**src/rtl/rstk_pkg.sv**
```systemverilog
package rstk_pkg;
    // Outcome of one cycle's request, resolved before any state changes
    typedef enum logic [1:0] {
        OP_IDLE   = 2'd0,
        OP_PUSH   = 2'd1,
        OP_POP    = 2'd2,
        OP_REJECT = 2'd3
    } stk_op_e;
endpackage

```
**src/rtl/rstk_decode.sv**
```systemverilog
module rstk_decode
    import rstk_pkg::*;
(
    input  logic    push_i,
    input  logic    pop_i,
    input  logic    full_i,
    input  logic    empty_i,
    output stk_op_e op_o
);
    always_comb begin
        if (push_i && pop_i) begin
            op_o = OP_REJECT;
        end else if (push_i) begin
            op_o = full_i ? OP_REJECT : OP_PUSH;
        end else if (pop_i) begin
            op_o = empty_i ? OP_REJECT : OP_POP;
        end else begin
            op_o = OP_IDLE;
        end
    end
endmodule

```
**src/rtl/rstk_ctrl.sv**
```systemverilog
module rstk_ctrl
    import rstk_pkg::*;
#(
    parameter int PTR_W = 6
) (
    input  logic             clk,
    input  logic             rst_n,
    input  stk_op_e          op_i,
    output logic [PTR_W-1:0] sp_o,
    output logic [PTR_W-1:0] wr_addr_o,
    output logic             wr_en_o,
    output logic             rd_en_o,
    output logic             full_o,
    output logic             empty_o,
    output logic             err_o,
    output logic             valid_o
);
    localparam logic [PTR_W-1:0] PTR_ONE  = PTR_W'(1);
    localparam logic [PTR_W-1:0] PTR_ZERO = '0;

    typedef struct packed {
        logic [PTR_W-1:0] sp;
        logic             full;
        logic             empty;
        logic             err;
        logic             valid;
    } ctrl_t;

    ctrl_t ctrl_d, ctrl_q;
    logic [PTR_W-1:0] sp_inc, sp_dec;

    always_comb begin
        sp_inc       = ctrl_q.sp + PTR_ONE;
        sp_dec       = ctrl_q.sp - PTR_ONE;
        ctrl_d       = ctrl_q;
        ctrl_d.err   = 1'b0;
        ctrl_d.valid = 1'b0;
        case (op_i)
            OP_PUSH: begin
                ctrl_d.sp    = sp_inc;
                ctrl_d.empty = 1'b0;
                if (sp_inc == PTR_ZERO) begin
                    ctrl_d.full = 1'b1;
                end
            end
            OP_POP: begin
                ctrl_d.sp    = sp_dec;
                ctrl_d.full  = 1'b0;
                ctrl_d.valid = 1'b1;
                if (sp_dec == PTR_ZERO) begin
                    ctrl_d.empty = 1'b1;
                end
            end
            OP_REJECT: begin
                ctrl_d.err = 1'b1;
            end
            default: begin
            end
        endcase
    end

    always_ff @(posedge clk or negedge rst_n) begin
        if (!rst_n) begin
            ctrl_q.sp    <= PTR_ZERO;
            ctrl_q.full  <= 1'b0;
            ctrl_q.empty <= 1'b1;
            ctrl_q.err   <= 1'b0;
            ctrl_q.valid <= 1'b0;
        end else begin
            ctrl_q <= ctrl_d;
        end
    end

    assign sp_o      = ctrl_q.sp;
    assign wr_addr_o = sp_inc;
    assign wr_en_o   = (op_i == OP_PUSH);
    assign rd_en_o   = (op_i == OP_POP);
    assign full_o    = ctrl_q.full;
    assign empty_o   = ctrl_q.empty;
    assign err_o     = ctrl_q.err;
    assign valid_o   = ctrl_q.valid;
endmodule

```
**src/rtl/rstk_store.sv**
```systemverilog
module rstk_store #(
    parameter int DATA_W = 8,
    parameter int ADDR_W = 6
) (
    input  logic              clk,
    input  logic              rst_n,
    input  logic              wr_en_i,
    input  logic [ADDR_W-1:0] wr_addr_i,
    input  logic [DATA_W-1:0] wr_data_i,
    input  logic              rd_en_i,
    input  logic [ADDR_W-1:0] rd_addr_i,
    output logic [DATA_W-1:0] rd_data_o
);
    localparam int WORDS = 1 << ADDR_W;

    logic [DATA_W-1:0] mem_q [WORDS];
    logic [DATA_W-1:0] rd_d, rd_q;

    always_ff @(posedge clk) begin
        if (wr_en_i) begin
            mem_q[wr_addr_i] <= wr_data_i;
        end
    end

    always_comb begin
        rd_d = rd_en_i ? mem_q[rd_addr_i] : rd_q;
    end

    always_ff @(posedge clk or negedge rst_n) begin
        if (!rst_n) begin
            rd_q <= '0;
        end else begin
            rd_q <= rd_d;
        end
    end

    assign rd_data_o = rd_q;
endmodule

```
**src/rtl/reg_stack.sv**
```systemverilog
module reg_stack
    import rstk_pkg::*;
#(
    parameter int DATA_W = 8,
    parameter int DEPTH  = 64
) (
    input  logic                     clk,
    input  logic                     rst_n,
    input  logic                     push_i,
    input  logic                     pop_i,
    input  logic [DATA_W-1:0]        data_i,
    output logic [DATA_W-1:0]        data_o,
    output logic                     data_valid_o,
    output logic [$clog2(DEPTH)-1:0] sp_o,
    output logic                     full_o,
    output logic                     empty_o,
    output logic                     error_o
);
    localparam int PTR_W = $clog2(DEPTH);

    stk_op_e          op;
    logic [PTR_W-1:0] wr_addr;
    logic             wr_en, rd_en;

    rstk_decode u_decode (
        .push_i  (push_i),
        .pop_i   (pop_i),
        .full_i  (full_o),
        .empty_i (empty_o),
        .op_o    (op)
    );

    rstk_ctrl #(.PTR_W(PTR_W)) u_ctrl (
        .clk       (clk),
        .rst_n     (rst_n),
        .op_i      (op),
        .sp_o      (sp_o),
        .wr_addr_o (wr_addr),
        .wr_en_o   (wr_en),
        .rd_en_o   (rd_en),
        .full_o    (full_o),
        .empty_o   (empty_o),
        .err_o     (error_o),
        .valid_o   (data_valid_o)
    );

    rstk_store #(.DATA_W(DATA_W), .ADDR_W(PTR_W)) u_store (
        .clk       (clk),
        .rst_n     (rst_n),
        .wr_en_i   (wr_en),
        .wr_addr_i (wr_addr),
        .wr_data_i (data_i),
        .rd_en_i   (rd_en),
        .rd_addr_i (sp_o),
        .rd_data_o (data_o)
    );
endmodule

```
**config.mk**
```make
export PLATFORM = sky130hd
export DESIGN_NAME = reg_stack
export DESIGN_NICKNAME = d
export VERILOG_FILES = /design/src/rtl/rstk_pkg.sv /design/src/rtl/rstk_decode.sv /design/src/rtl/rstk_ctrl.sv /design/src/rtl/rstk_store.sv /design/src/rtl/reg_stack.sv
export SDC_FILE = /design/constraint.sdc
export NUM_CORES = 1
export LEC_CHECK = 0
export BUFFER_PORTS_ARGS = -buffer_cell sky130_fd_sc_hd__clkbuf_2
export CORE_MARGIN = 8
export CORE_UTILIZATION = 40
export DETAILED_ROUTE_END_ITERATION = 10
export HOLD_SLACK_MARGIN = 0.06
export PLACE_DENSITY_LB_ADDON = 0.05
export SLEW_MARGIN = 20
export SYNTH_ARGS = -nofsm -noshare
export SYNTH_HDL_FRONTEND = slang
export SYNTH_SLANG_ARGS = --single-unit
export TNS_END_PERCENT = 10
```
**constraint.sdc**
```tcl
create_clock -name clk -period 4.3 [get_ports clk]
set_input_delay 0.645 -clock clk [delete_from_list [all_inputs] [get_ports clk]]
set_output_delay 0.645 -clock clk [all_outputs]
set_load 0.03 [all_outputs]
```
==> reports/metrics.cfg <==
[cts]
clkSinkCount=530
post_cts_buffers=0
clock-root-buffer=clkbuf_16
clk_pin_slew_ns=0.06
numCtsBuffers=55
cts_buffer_depth=3
clk_latency_ns=0.60
h-tree-depth=2
cts_tree=built

[global_routing]
grtUsageMet3=0.03520
grt_busiest_layer=met2
grtUsageMet1=0.2595
use_met2=0.2764
grt_usage=0.1781
overflow=0
grt_pass1_wl_um=77830
grt_pass1_vias=10610
antenna_found_initial=0
grt_start_max_net_pins=46

[die]
core_um2=52450
die_h_um=246.1
io_pins=30
die-area_um2=60570
die_x_um=246.1
initial_utilization=0.4039
num_rows=84

[timing]
finalCriticalPeriod_ns=3.205
fin_skew_ns=0.03334
setup_viol=0
rsz0062_at_grt=false
finalMaxSlewViolations=0
tightest_slew_ns=1.068
max_clock_freq_ghz=0.3120
finalCritPeriodShare=0.7454
hold_viol=0
setup-tns-final_ns=0
relSlewSlack=0.2880

[setup_path]
path_class=flip-flop to flip-flop
worst_path_largest_cell_delay_ns=0.76
crit_fanout=23
cp.required_ns=4.51
ff2ff_path_depth=4
worst_r2r_endpoint=u_store.mem_q[3][5]
crit_arrival_ns=3.41
reg2reg_slack_ns=1.09
slowest_stage=nor2_1
crit_path_end_kind=flip-flop
r2r_start=u_ctrl.sp_o[0]
startpoint_type=flip-flop
critical_path.cell_chain=ha_1, xnor2_1, nand3_1, nor2_1

[flow_run]
max-cap-violations=0

[routing]
drc=0
drt_iter0_markers=985
vias=10330
via_per_inst=5.485
firstDrtPassIters=5
wirelength_um=53580
wl_per_cell_um=28.45
antenna_left=0

[logic_synthesis]
netlist_area_um2=21180
seq_area_frac_synth=0.7472
ys_warn_count=0
synth_enable_flop_cells=512
synth_seq_cells=530
synthCells=1048
syn-num-nets=1067
ys_async_sr_fraction=0.03396
syn_area_per_cell_um2=20.21
yosys.cell_types.count=59
synth-main-ff-cell=edfxtp_1

[power]
peakVddDrop_mv=0.3520
cellPowerDensity_nw_per_um2=631.3
leakagePower_nw=7.948
p_total_mw=15.26

[placed_design]
routabilityCongestion=0.7968
portBuffers=29
hpwl_um=34040

[hold_path]
hold_depth=3
min_to=u_ctrl.err_o
min_path_type=input pin to flip-flop
hp-start=push_i

[layout]
drive_gt1_frac=0.2580
nets=1170
syn_to_final_growth_pct=14.14

[run_status]
status=complete, no violations

-- per-layer routing --
| metal | part of all wire | vias up |
|---|---|---|
| met5 | 0 | - |
| met4 | 0.016 | 0 |
| met3 | 0.055 | 67 |
| met2 | 0.47 | 264 |
| met1 | 0.46 | 5506 |
| li1 | - | 4492 |
-- cells in the mapped netlist, types with 3 or more instances --
cell,n,share of area
o21ai_0,3,0.00071
inv_1,4,0.00071
nand3b_1,4,0.0014
clkbuf_1,13,0.0023
a21oi_1,5,0.0012
ha_1,7,0.0041
o31ai_1,7,0.0025
nand3_1,14,0.0033
buf_1,4,0.00071
mux2i_1,88,0.042
and3b_1,3,0.0012
xnor2_1,6,0.0025
a221o_1,7,0.0033
o21ai_1,8,0.0019
xor2_1,3,0.0012
a221oi_1,7,0.0029
buf_6,12,0.0064
nor2_1,91,0.016
nand2_1,11,0.0019
buf_4,8,0.0028
nor3b_1,3,0.0011
edfxtp_1,512,0.73
mux4_2,113,0.12
buf_2,22,0.0052
a22o_1,8,0.0033
nor2b_1,5,0.0015
nand4_1,3,0.00089
nand2b_1,14,0.0041
dfrtp_1,17,0.020
o22ai_1,10,0.0030
-- cell families (layout without fill, tap and decap cells) --
family                     Yosys count  in the layout  share of synthesized area
xor gates and xnor gates             9              9                   0.003722
DFF                                530            530                     0.7472
muxes                              204            204                     0.1648
adders and majority gates            7              7                   0.004135
AOI/OAI and AO/OA                   72             72                    0.02540
and+or+nand+nor                    162            162                    0.03645
other                                0              1                          0
buffers and inverters               64            210                    0.01831
-- registers in the layout, indices dropped and copies added, names as in the netlist --
| register | cells |
|---|---|
| u_ctrl.empty_o | 1 |
| u_ctrl.err_o | 1 |
| u_ctrl.full_o | 1 |
| u_ctrl.sp_o | 6 |
| u_ctrl.valid_o | 1 |
| u_store.mem_q | 512 |
| u_store.rd_data_o | 8 |
-- worst max-delay path, delay by kind of cell (launching register included) --
family / cells / cell delay [ns]
adder cells (fa/ha/maj): 1 / 0.57
XOR/XNOR: 1 / 0.26
AND/OR/NAND/NOR: 2 / 1.31
flip-flops: 1 / 0.67
-- stage by stage --
| step | setup WS [ns] | hold slack, ns | instances | cell area (µm²) | utilization |
|---|---|---|---|---|---|
| final | 1.095 | 0.4353 | 1883 | 24170 | 0.4609 |
| after global routing | 0.8677 | 0.4355 | 1882 | 24170 | 0.4609 |
| after CTS | 1.060 | 0.3949 | 1882 | 24170 | 0.4609 |
| after detailed placement | 1.060 | 0.5348 | 1781 | 22410 | 0.4272 |
| after global placement | 1.109 | 0.5422 | 1781 | 22410 | 0.4272 |
| after floorplan | 1.383 | 0.3494 | 1048 | 21180 | - |
-- layout by cell type (no fill, tap or decap), types with 14 or more instances in the layout --
cell type	netlist	final
mux2i_1	88	88
edfxtp_1	512	512
clkbuf_2	0	28
buf_4	8	74
nand2b_1	14	14
nand3_1	14	14
clkbuf_16	0	57
nor2_1	91	91
mux4_2	113	113
-- report_power, final --
group	switching [mW]	internal, mW	leakage (nW)	total, mW
clock network	1.97	2.70	0.862	4.68
registers	0.410	5.88	4.82	6.29
logic	2.49	1.80	2.27	4.29
-- how the worst max path moves through the flow --
stage / startpoint / endpoint / slack (ns) / cells past startpoint
after floorplan: u_ctrl.sp_o[0] / u_store.mem_q[60][0] / 1.38 / 10
final: u_ctrl.sp_o[0] / u_store.mem_q[3][5] / 1.09 / 4
after global placement: push_i / u_store.mem_q[7][2] / 1.11 / 7
after detailed placement: pop_i / u_store.mem_q[3][6] / 1.06 / 7
after CTS: u_ctrl.sp_o[2] / sp_o[2] / 1.06 / 3
after global routing: u_ctrl.sp_o[0] / u_store.mem_q[15][4] / 0.87 / 6
-- repair_timing --
action / CTS / global route
endpoints found under the hold margin: 17 / 0
hold buffers: 1 / 0
resized for setup: 0 / 0
-- final cells by class --
class                      instances  area (µm²)
clock buffer                      64        1453
inverter                           5       18.77
antenna                            1       2.502
multi-input combinational        454        4966
timing repair buffer             105       730.7
fill                            4393       28270
tap                              688       860.8
clock inverter                    36       304.0
sequential                       530       15840
(Power assumes the default switching activity.)
